`config.mk`:
```
export PLATFORM = sky130hd
export DESIGN_NAME = swmon_top
export DESIGN_NICKNAME = d
export VERILOG_FILES = /design/src/rtl/swmon_pkg.sv /design/src/rtl/swmon_group.sv /design/src/rtl/swmon_window.sv /design/src/rtl/swmon_accum.sv /design/src/rtl/swmon_energy.sv /design/src/rtl/swmon_top.sv
export SDC_FILE = /design/constraint.sdc
export NUM_CORES = 1
export LEC_CHECK = 0
export BUFFER_PORTS_ARGS = -buffer_cell sky130_fd_sc_hd__buf_2
export CAP_MARGIN = 10
export CORE_MARGIN = 1.5
export CORE_UTILIZATION = 40
export DETAILED_ROUTE_END_ITERATION = 8
export GPL_ROUTABILITY_DRIVEN = 1
export PLACE_DENSITY = 0.67
export SKIP_CTS_REPAIR_TIMING = 1
export SLEW_MARGIN = 30
export SYNTH_ARGS = -nofsm -noshare
export SYNTH_HDL_FRONTEND = slang
export SYNTH_SLANG_ARGS = --single-unit
```
`constraint.sdc`:
```
create_clock -name clk -period 12.7 [get_ports clk]
set_clock_uncertainty 0.05 [all_clocks]
set_input_delay 1.27 -clock clk [delete_from_list [all_inputs] [get_ports clk]]
set_output_delay 1.27 -clock clk [all_outputs]
set_load 0.005 [all_outputs]
```
`src/rtl/swmon_pkg.sv`:
```
// Package swmon_pkg: bus group geometry shared by the monitor.
// Assumes groups are packed LSB-first in the order ia, da, dt, bs.
package swmon_pkg;
    localparam int NGRP  = 4;
    localparam int G_IA  = 0;
    localparam int G_DA  = 1;
    localparam int G_DT  = 2;
    localparam int G_BS  = 3;
    localparam int BUS_W = 96;
    localparam int TOG_W = $clog2(BUS_W + 1);

    // Width in pins of group g.
    function automatic int grp_width(input int g);
        case (g)
            G_IA:    return 30;
            G_DA:    return 30;
            G_DT:    return 32;
            default: return 4;
        endcase
    endfunction

    // Bit offset of group g inside the packed bus.
    function automatic int grp_off(input int g);
        int o;
        o = 0;
        for (int i = 0; i < g; i++) o += grp_width(i);
        return o;
    endfunction
endpackage

```
`src/rtl/swmon_group.sv`:
```
// Module swmon_group: per-group transition counter.
// Holds the last captured pin value of one group and reports the popcount
// of the difference for a sample it takes. Assumes take is low whenever the
// processor is not the driver of these pins.
module swmon_group #(
    parameter int W     = 30,
    parameter int TOG_W = 7
) (
    input  logic             clk,
    input  logic             rst_n,
    input  logic             take,
    input  logic [W-1:0]     cur,
    output logic [TOG_W-1:0] toggles
);
    logic [W-1:0] prev;
    logic         primed;
    logic [W-1:0] diff;

    // Capture the driven value and mark the group primed.
    always_ff @(posedge clk) begin
        if (!rst_n) begin
            prev   <= '0;
            primed <= 1'b0;
        end else if (take) begin
            prev   <= cur;
            primed <= 1'b1;
        end
    end

    // Count differing pins; zero when not taken or not yet primed.
    always_comb begin
        diff    = cur ^ prev;
        toggles = '0;
        if (take && primed) begin
            for (int i = 0; i < W; i++) toggles = toggles + TOG_W'(diff[i]);
        end
    end
endmodule

```
`src/rtl/swmon_window.sv`:
```
// Module swmon_window: counts valid samples and flags the closing one.
// A length of zero acts as one; a length below the count already taken
// closes the window on the next valid sample.
module swmon_window #(
    parameter int WIN_W = 16
) (
    input  logic             clk,
    input  logic             rst_n,
    input  logic             valid,
    input  logic [WIN_W-1:0] win_len,
    output logic             close
);
    logic [WIN_W-1:0] cnt;
    logic [WIN_W:0]   eff_len;
    logic [WIN_W:0]   next_cnt;

    // Decide whether this valid sample completes the window.
    always_comb begin
        eff_len  = (win_len == '0) ? (WIN_W+1)'(1) : {1'b0, win_len};
        next_cnt = {1'b0, cnt} + (WIN_W+1)'(1);
        close    = valid && (next_cnt >= eff_len);
    end

    // Advance or restart the sample counter.
    always_ff @(posedge clk) begin
        if (!rst_n)      cnt <= '0;
        else if (close)  cnt <= '0;
        else if (valid)  cnt <= next_cnt[WIN_W-1:0];
    end
endmodule

```
`src/rtl/swmon_accum.sv`:
```
// Module swmon_accum: accumulator and result latch for one group.
// Assumes toggles is zero on cycles without a valid sample.
module swmon_accum #(
    parameter int TOG_W = 7,
    parameter int CNT_W = 23
) (
    input  logic             clk,
    input  logic             rst_n,
    input  logic             valid,
    input  logic             close,
    input  logic [TOG_W-1:0] toggles,
    output logic [CNT_W-1:0] win_sum,
    output logic [CNT_W-1:0] latched
);
    logic [CNT_W-1:0] acc;

    // Running window sum including the present sample.
    always_comb win_sum = acc + CNT_W'(toggles);

    // Accumulate, restarting from zero when the window closes.
    always_ff @(posedge clk) begin
        if (!rst_n)      acc <= '0;
        else if (close)  acc <= '0;
        else if (valid)  acc <= win_sum;
    end

    // Latch the finished window result.
    always_ff @(posedge clk) begin
        if (!rst_n)      latched <= '0;
        else if (close)  latched <= win_sum;
    end
endmodule

```
`src/rtl/swmon_energy.sv`:
```
// Module swmon_energy: transitions times coefficient, clamped to EN_W bits.
// Purely combinational; the coefficient stands for 0.5*C*V^2 in fixed point.
module swmon_energy #(
    parameter int CNT_W  = 23,
    parameter int COEF   = 3,
    parameter int COEF_W = 8,
    parameter int EN_W   = 20
) (
    input  logic [CNT_W-1:0] total,
    output logic [EN_W-1:0]  energy
);
    localparam int PW = CNT_W + COEF_W;
    localparam logic [PW-1:0] K = PW'(COEF);

    logic [PW-1:0] prod;

    // Full-width product.
    always_comb prod = PW'(total) * K;

    generate
        if (EN_W >= PW) begin : g_wide
            // Product always fits.
            always_comb energy = EN_W'(prod);
        end else begin : g_clamp
            localparam logic [PW-1:0] CAP = PW'({EN_W{1'b1}});
            // Clamp at all ones.
            always_comb energy = (prod > CAP) ? {EN_W{1'b1}} : prod[EN_W-1:0];
        end
    endgenerate
endmodule

```
`src/rtl/swmon_top.sv`:
```
// Module swmon_top: bus switching activity monitor.
// Counts output-pin transitions per group over windows of valid samples and
// latches counts, total and a clamped energy estimate. Data pins on a load
// are not driven by the processor and are excluded.
module swmon_top #(
    parameter int WIN_W  = 16,
    parameter int COEF   = 3,
    parameter int COEF_W = 8,
    parameter int EN_W   = 20
) (
    input  logic                                     clk,
    input  logic                                     rst_n,
    input  logic                                     smp_valid,
    input  logic                                     smp_is_load,
    input  logic [29:0]                              iaddr,
    input  logic [29:0]                              daddr,
    input  logic [31:0]                              data,
    input  logic [3:0]                               strobe,
    input  logic [WIN_W-1:0]                         win_len,
    output logic                                     win_done,
    output logic [WIN_W+swmon_pkg::TOG_W-1:0]        win_ia_cnt,
    output logic [WIN_W+swmon_pkg::TOG_W-1:0]        win_da_cnt,
    output logic [WIN_W+swmon_pkg::TOG_W-1:0]        win_dt_cnt,
    output logic [WIN_W+swmon_pkg::TOG_W-1:0]        win_bs_cnt,
    output logic [WIN_W+swmon_pkg::TOG_W-1:0]        win_total,
    output logic [EN_W-1:0]                          win_energy
);
    import swmon_pkg::*;

    localparam int CNT_W = WIN_W + TOG_W;

    logic [BUS_W-1:0] bus;
    logic             close;
    logic [NGRP-1:0]  take;
    logic [TOG_W-1:0] tog     [NGRP];
    logic [CNT_W-1:0] sum_g   [NGRP];
    logic [CNT_W-1:0] lat_g   [NGRP];
    logic [CNT_W-1:0] sum_all;
    logic [EN_W-1:0]  en_next;

    // Pack the pin groups LSB-first.
    always_comb bus = {strobe, data, daddr, iaddr};

    swmon_window #(.WIN_W(WIN_W)) u_win (
        .clk     (clk),
        .rst_n   (rst_n),
        .valid   (smp_valid),
        .win_len (win_len),
        .close   (close)
    );

    generate
        for (genvar g = 0; g < NGRP; g++) begin : g_grp
            localparam int GW = grp_width(g);
            localparam int GO = grp_off(g);

            // A group is taken when sampled and driven by the processor.
            if (g == G_DT) begin : g_drv_dt
                always_comb take[g] = smp_valid && !smp_is_load;
            end else begin : g_drv
                always_comb take[g] = smp_valid;
            end

            swmon_group #(.W(GW), .TOG_W(TOG_W)) u_grp (
                .clk     (clk),
                .rst_n   (rst_n),
                .take    (take[g]),
                .cur     (bus[GO +: GW]),
                .toggles (tog[g])
            );

            swmon_accum #(.TOG_W(TOG_W), .CNT_W(CNT_W)) u_acc (
                .clk     (clk),
                .rst_n   (rst_n),
                .valid   (smp_valid),
                .close   (close),
                .toggles (tog[g]),
                .win_sum (sum_g[g]),
                .latched (lat_g[g])
            );
        end
    endgenerate

    // Sum of the finishing window over all groups.
    always_comb begin
        sum_all = '0;
        for (int g = 0; g < NGRP; g++) sum_all = sum_all + sum_g[g];
    end

    swmon_energy #(.CNT_W(CNT_W), .COEF(COEF), .COEF_W(COEF_W), .EN_W(EN_W)) u_en (
        .total  (sum_all),
        .energy (en_next)
    );

    // Latch total, energy and the done pulse.
    always_ff @(posedge clk) begin
        if (!rst_n) begin
            win_total  <= '0;
            win_energy <= '0;
            win_done   <= 1'b0;
        end else begin
            win_done <= close;
            if (close) begin
                win_total  <= sum_all;
                win_energy <= en_next;
            end
        end
    end

    // Expose group results.
    always_comb begin
        win_ia_cnt = lat_g[G_IA];
        win_da_cnt = lat_g[G_DA];
        win_dt_cnt = lat_g[G_DT];
        win_bs_cnt = lat_g[G_BS];
    end
endmodule

```
# [Word-level counts from Yosys, hierarchy flattened]
# Cells that the tools add are included.
[classes] n_reduce_logical=7 eq_ne=0 n_bitwise=5 n_mux=6 addsub=100 order_cmp=2 shift=0 n_mul=1 n_div=0
[ops] op="$add 7x1->7" count=88
[ops] op="$add 23x7->23" count=4
[ops] op="$add 23x23->23" count=3
[ops] op="$xor 30x30->30" count=2
[ops] op="$xor 32x32->32" count=1
[ops] op="$mux 7" count=4
[ops] op="$gt 25x20->1 const B" count=1
[ops] op="$mul 23x2->25 const B" count=1
[ops] op="$mux 20" count=1
[ops] op="$add 16x1->17 const B" count=1
[ops] op="$ge 17x17->1" count=1
[ops] op="$logic_not 16->1" count=1
[ops] op="$mux 16" count=1
[ops] op="$add 1x1->2" count=4
[ops] op="$logic_and 1x1->1" count=4
[ops] op="$xor 4x4->4" count=1
[ops] op="$reduce_or 2->1" count=1
[ops] op="$logic_not 1->1" count=1
[ops] op="$not 1->1" count=1
[word_totals] in_bits=116 latchBits=0 register_bits=342 mem_bits_ro=0 word_cells=139 output_inout_bits=136 n_memories=0 ramBits=0

# [Longest topological paths before layout]
[logic_depth] depth_word=39 mapped_depth=53

# [Modules after synthesis]
# Synthesis repeated with hierarchy kept, for this count alone.
[unflattened] cells_unflattened=2676 hier_area_um2=24156.9
[modules_own_cells] module="swmon_accum" instances=4 cells_per_inst=279 seq_area_each_um2=920.9 area_per_inst_um2=2463.6
[modules_own_cells] module="swmon_group at g_grp[0].u_grp ..." instances=2 cells_per_inst=202 seq_area_each_um2=620.6 area_per_inst_um2=2190.9
[modules_own_cells] module="swmon_top" instances=1 cells_per_inst=471 seq_area_each_um2=880.8 area_per_inst_um2=4016.4
[modules_own_cells] module="swmon_group at g_grp[2].u_grp" instances=1 cells_per_inst=212 seq_area_each_um2=660.6 area_per_inst_um2=2312.2
[modules_own_cells] module="swmon_window" instances=1 cells_per_inst=221 seq_area_each_um2=320.3 area_per_inst_um2=1762.9
[modules_own_cells] module="swmon_energy" instances=1 cells_per_inst=222 seq_area_each_um2=0.0 area_per_inst_um2=1508.9
[modules_own_cells] module="swmon_group at g_grp[3].u_grp" instances=1 cells_per_inst=30 seq_area_each_um2=100.1 area_per_inst_um2=320.3

# [Worst setup path after synthesis]
# No wires, ideal clock.
[synth_path] kind="in2reg" from="input port data[0]" to="register win_energy[16]" t_arrival_ns=12.354 path_buffers=4 path_stages=48 setup_time_ns=0.126 slack_ns=0.170 required_time_ns=12.524 path_cell_list="xor2_1 ha_1 fa_1 fa_1 fa_1 fa_1 inv_1 fa_1 fa_1 fa_1 fa_1 inv_1 a21o_1 a21oi_1 xor2_1 nor2_1 ha_1 o21a_1 [12 not listed] ha_1 o21ai_1 o21bai_1 clkbuf_1 o311ai_0 nand2b_1 a21oi_1 xnor2_4 ha_1 nor2b_1 nor2b_1 a211oi_1 mux2i_1 or3_1 buf_6 nor3_4 buf_6 a21oi_2"
[synth_via] elab_chain_cells=39
[synth_lines] item="start, declared" line="swmon_top.sv:17" text="input logic [31:0] data,"
[synth_lines] item="$xor 32x32->32" line="swmon_group.sv:32" text="diff = cur ^ prev;"
[synth_lines] item="$add 1x1->2" line="swmon_group.sv:35" text="for (int i = 0; i < W; i++) toggles = toggles + TOG_W'(diff[i]);"
[synth_lines] item="$add 7x1->7 (30 in series)" line="swmon_group.sv:35"
[synth_lines] item="$mux 7" line="swmon_group.sv:34" text="if (take && primed) begin"
[synth_lines] item="$add 23x7->23" line="swmon_accum.sv:18" text="always_comb win_sum = acc + CNT_W'(toggles);"
[synth_lines] item="net g_grp[2].u_acc.win_sum[16]" line="swmon_accum.sv:12" text="output logic [CNT_W-1:0] win_sum,"
[synth_lines] item="$add 23x23->23 (2 in series)" line="swmon_top.sv:87" text="for (int g = 0; g < NGRP; g++) sum_all = sum_all + sum_g[g];"
[synth_lines] item="net sum_all[22]" line="swmon_top.sv:38" text="logic [CNT_W-1:0] sum_all;"
[synth_lines] item="$mul 23x2->25" line="swmon_energy.sv:18" text="always_comb prod = PW'(total) * K;"
[synth_lines] item="$gt 25x20->1" line="swmon_energy.sv:27" text="always_comb energy = (prod > CAP) ? {EN_W{1'b1}} : prod[EN_W-1:0];"
[synth_lines] item="$mux 20" line="swmon_energy.sv:27"
[synth_lines] item="end signal, assigned" line="swmon_top.sv:105" text="win_energy <= en_next;"
[synth_lines] item="end, declared" line="swmon_top.sv:26" text="output logic [EN_W-1:0] win_energy"
# The timed path passes the listed nets, and every way through them passes these cells.
# A chain may end at the register's enable or synchronous reset.

# [Final worst setup path]
[layout_path] from="input port daddr[0]" to="register win_energy[19]"
[layout_via] elab_chain_cells=38
[layout_lines] item="start, declared" line="swmon_top.sv:16" text="input logic [29:0] daddr,"
[layout_lines] item="$xor 30x30->30 *" line="swmon_group.sv:32"
[layout_lines] item="$add 1x1->2 *" line="swmon_group.sv:35"
[layout_lines] item="$add 7x1->7 * (28 in series)" line="swmon_group.sv:35"
[layout_lines] item="$mux 7 *" line="swmon_group.sv:34"
[layout_lines] item="$add 23x7->23 *" line="swmon_accum.sv:18"
[layout_lines] item="net g_grp[1].u_acc.win_sum[10]" line="swmon_accum.sv:12"
[layout_lines] item="$add 23x23->23 * (3 in series)" line="swmon_top.sv:87"
[layout_lines] item="net sum_all[16]" line="swmon_top.sv:38"
[layout_lines] item="$mul 23x2->25 *" line="swmon_energy.sv:18"
[layout_lines] item="$gt 25x20->1" line="swmon_energy.sv:27"
[layout_lines] item="$mux 20 *" line="swmon_energy.sv:27"
# The timed path passes the listed nets; every way through them passes the cells marked *.

==> qor.txt <==
Final Hold Viols -> 0
Count of cells along the worst register-to-register path -> 46
Data required time of the worst path -> 13,100 ps
Net switching power figure -> 2.84 mW
Number of clock sinks -> 342
Overflow left after global routing -> 0
Core Footprint -> 53,800 sq um
Most frequent cell on the critical path -> sky130_fd_sc_hd__fa_1
H-tree level count -> 2
Buffers added on ports -> 251
Maximum clock rate -> 82.3 MHz
Clock-pin slew reported for the worst setup and hold paths after clock tree synthesis -> 60 ps
Inserted Clock Buffers -> 42
Combined area of all synthesized cells -> 21,800 sq um
Leakage power of the design -> 12.6 nW
Count of different cell masters after synthesis -> 88
Final Total Pwr -> 6.44 mW
Most used cells in the layout excluding fill and tap cells -> sky130_fd_sc_hd__nor2_1 (365), sky130_fd_sc_hd__dfxtp_1 (342), sky130_fd_sc_hd__buf_4 (259)
Part of the power in registers -> 17.4%
Endpoint class of the critical path -> flip-flop
Final cell count without fillers -> 3,590
CP max-delay cell -> sky130_fd_sc_hd__fa_1
Cell count after placement -> 3,514
Number of top-level pins -> 252
Worst Setup Slack, final -> 543 ps
Ys flop type -> sky130_fd_sc_hd__dfxtp_1
Worst slew margin relative to its limit -> 39.2%
Share of the clock period used by the worst path -> 95.7%
Combinational power share -> 63.4%
Number of global-route vias before repair -> 18,494
Overall track demand over capacity in global routing -> 20.8%
Part of the power in the clock network -> 19.1%
Syn_area_per_cell -> 9.02 sq um
EDFF count, synth -> 0
Number of nets with antenna violations after detailed routing -> 0
Sequential element share of the synthesized area -> 31.4%
Highest cell delay on the worst timing path -> 590 ps
Synthesized instance count -> 2,414
Number of flip-flops and latches in the synthesized netlist -> 342
DRT Wirelength -> 58.9 mm
Number of max-cap violations -> 0
Startpoint of the most critical register-to-register path -> g_grp[1].u_grp.prev[0]$_SDFFE_PN0P_
Total of warnings raised by yosys -> 0
Pre-CTS worst setup slack -> -370 ps
Hold-critical path endpoint -> g_grp[2].u_grp.prev[3]$_SDFFE_PN0P_
Type of the setup path with the least slack -> input port to flip-flop
Power per unit of standard cell area -> 237 nW/um^2
Clk Tree Root Cell -> sky130_fd_sc_hd__clkbuf_16
Type of origin of the critical path -> input port
Startpoint of the tightest hold check path -> g_grp[2].u_grp.prev[3]$_SDFFE_PN0P_
Global placer's final weighted congestion -> 0.891
Pins over their slew limit -> 0
Count of nets after finishing -> 3,207
Maximum number of pins on one net before global-route repair -> 95
Ys async rst share -> 0%
Die Footprint -> 55,800 sq um
Time the final worst path needs with I/O delays and setup -> 12,160 ps
Horizontal die dimension -> 236 microns
Final setup violation count -> 0
Final cell utilization of the core -> 50.4%
Number of cells traversed by the worst hold path -> 2
Iteration count of the initial detailed-routing pass -> 5
Critical path arrival -> 12,560 ps
R2R setup slack -> 1020 ps
Number of vias in the routed layout -> 18,055
Number of antenna violations at the first check in global routing -> 1
Number of design rule violations left after detail routing -> 0
Chip height -> 236 microns
Sum of net half-perimeters after detailed placement -> 46.1 mm
P&R area growth vs syn -> 24.5%
First-pass GRT wire length -> 94.4 mm
Switching Share -> 44.2%
# rows -> 85
Share of layout cells above drive strength 1 -> 23.2%
Outcome -> finished, final reports clean
Max FO, Critical Path -> 9
Most common cell after layout, fill and taps aside -> sky130_fd_sc_hd__nor2_1
Via-per-instance ratio -> 5.03
Reg-to-reg endpoint -> win_energy[19]$_SDFFE_PN0P_
Type of the most critical hold path -> flip-flop to flip-flop
Internal portion of total power -> 3.59 mW
Maximum resistive drop on vdd -> 0.483 mV
Actual slew at the worst max-slew pin -> 911 ps
Final routed wire length divided by cell count -> 16.4 microns
Clk_lat worst skew -> 570 ps
Syn_nets -> 2,758
CTS Buffer Depth -> 3
Effective utilization at floorplan -> 40.5%
TritonCTS clock tree -> done
DRC marker count from the first detailed-route iteration -> 936
-- power groups by stage --
stage | Clock [mW] | Sequential [mW] | Combinational [mW]
floorplan | 0 | 1.14 | 2.99
global placement | 0 | 1.14 | 3.90
detailed placement | 0 | 1.15 | 4.05
CTS | 1.27 | 1.12 | 4.07
global route | 1.31 | 1.13 | 4.62
finish | 1.23 | 1.12 | 4.08
-- logic make-up (layout without fill, tap and decap cells) --
group,count (synthesis),in the layout,synth area share (%)
compound gates,310,310,9.56
xor+xnor,322,322,13.3
fa+ha+maj,228,228,17.2
buf+inv,285,764,5.12
flops,342,342,31.4
mux,165,165,7.64
other cells,0,1,0
simple gates,762,762,15.7
-- worst max-delay path, delay by kind of cell --
family,cells,cell delay (ps)
AOI/OAI and AO/OA,9,1460
xor gates and xnor gates,4,630
adders and majority gates,14,6240
buffers and inverters,8,870
and+or+nand+nor,12,2090
-- final cells by class --
cell class                      count  area [sq um]
Clock inverter                     22           284
Tap cell                          696           871
Antenna cell                        1          2.50
Inverter                          178           673
Timing Repair Buffer              512          3250
Multi-Input combinational cell   1787         14100
Sequential cell                   342          6850
Fill cell                        4936         26700
Clock buffer                       52          1110
-- per-layer routing --
metal | share of wire (%) | vias to the layer above | GRT usage (%)
li1 | - | 8925 | -
met1 | 43 | 8668 | 25.9
met2 | 48 | 367 | 35.6
met3 | 5.7 | 95 | 4.53
met4 | 3.1 | 0 | 6.80
met5 | 0 | - | 0
-- how the worst max path moves through the flow --
stage,from,to,cells after the start
after floorplan,data[0],win_energy[16]$_SDFFE_PN0P_,48
after global placement,iaddr[0],win_energy[12]$_SDFFE_PN0P_,46
after detailed placement,iaddr[0],win_energy[6]$_SDFFE_PN0P_,45
after CTS,iaddr[0],win_energy[6]$_SDFFE_PN0P_,45
after global routing,data[0],win_energy[4]$_SDFFE_PN0P_,50
final,daddr[0],win_energy[19]$_SDFFE_PN0P_,47
-- through the flow --
stage	cell area, sq um	setup TNS, ps	hold slack, ps
after floorplan	21800	0	390
after global placement	25400	-3170	400
after detailed placement	25500	-6510	411
after CTS	26900	0	419
after global routing	27100	-34.0	439
final	27100	0	414
-- synth_stat cells, drive strengths merged (20+ instances only) --
library cell	count	share of area, %
nand2	168	2.9
dfxtp	342	31
xor2	164	6.7
nor3	20	0.59
ha	110	6.3
nand2b	25	0.72
a211oi	42	1.5
fa	118	11
xnor2	156	6.4
mux2i	165	7.6
inv	176	3.0
and3	33	0.97
clkbuf	75	1.3
nor4	21	0.63
nor2	370	6.4
o21ai	53	1.2
nand3	44	1.1
nand4	34	1.0
a21o	25	0.86
a21oi	113	2.8
buf	32	0.76
-- flip-flops by register name, summed over array words and instances, names as in the netlist --
register	count
g_grp.u_acc.acc	92
g_grp.u_acc.latched	92
win_total	23
u_win.cnt	16
win_energy	20
g_grp.u_grp.prev	96
g_grp.u_grp.primed	2
win_done	1
Note: power is estimated with default switching activity, not from simulation.
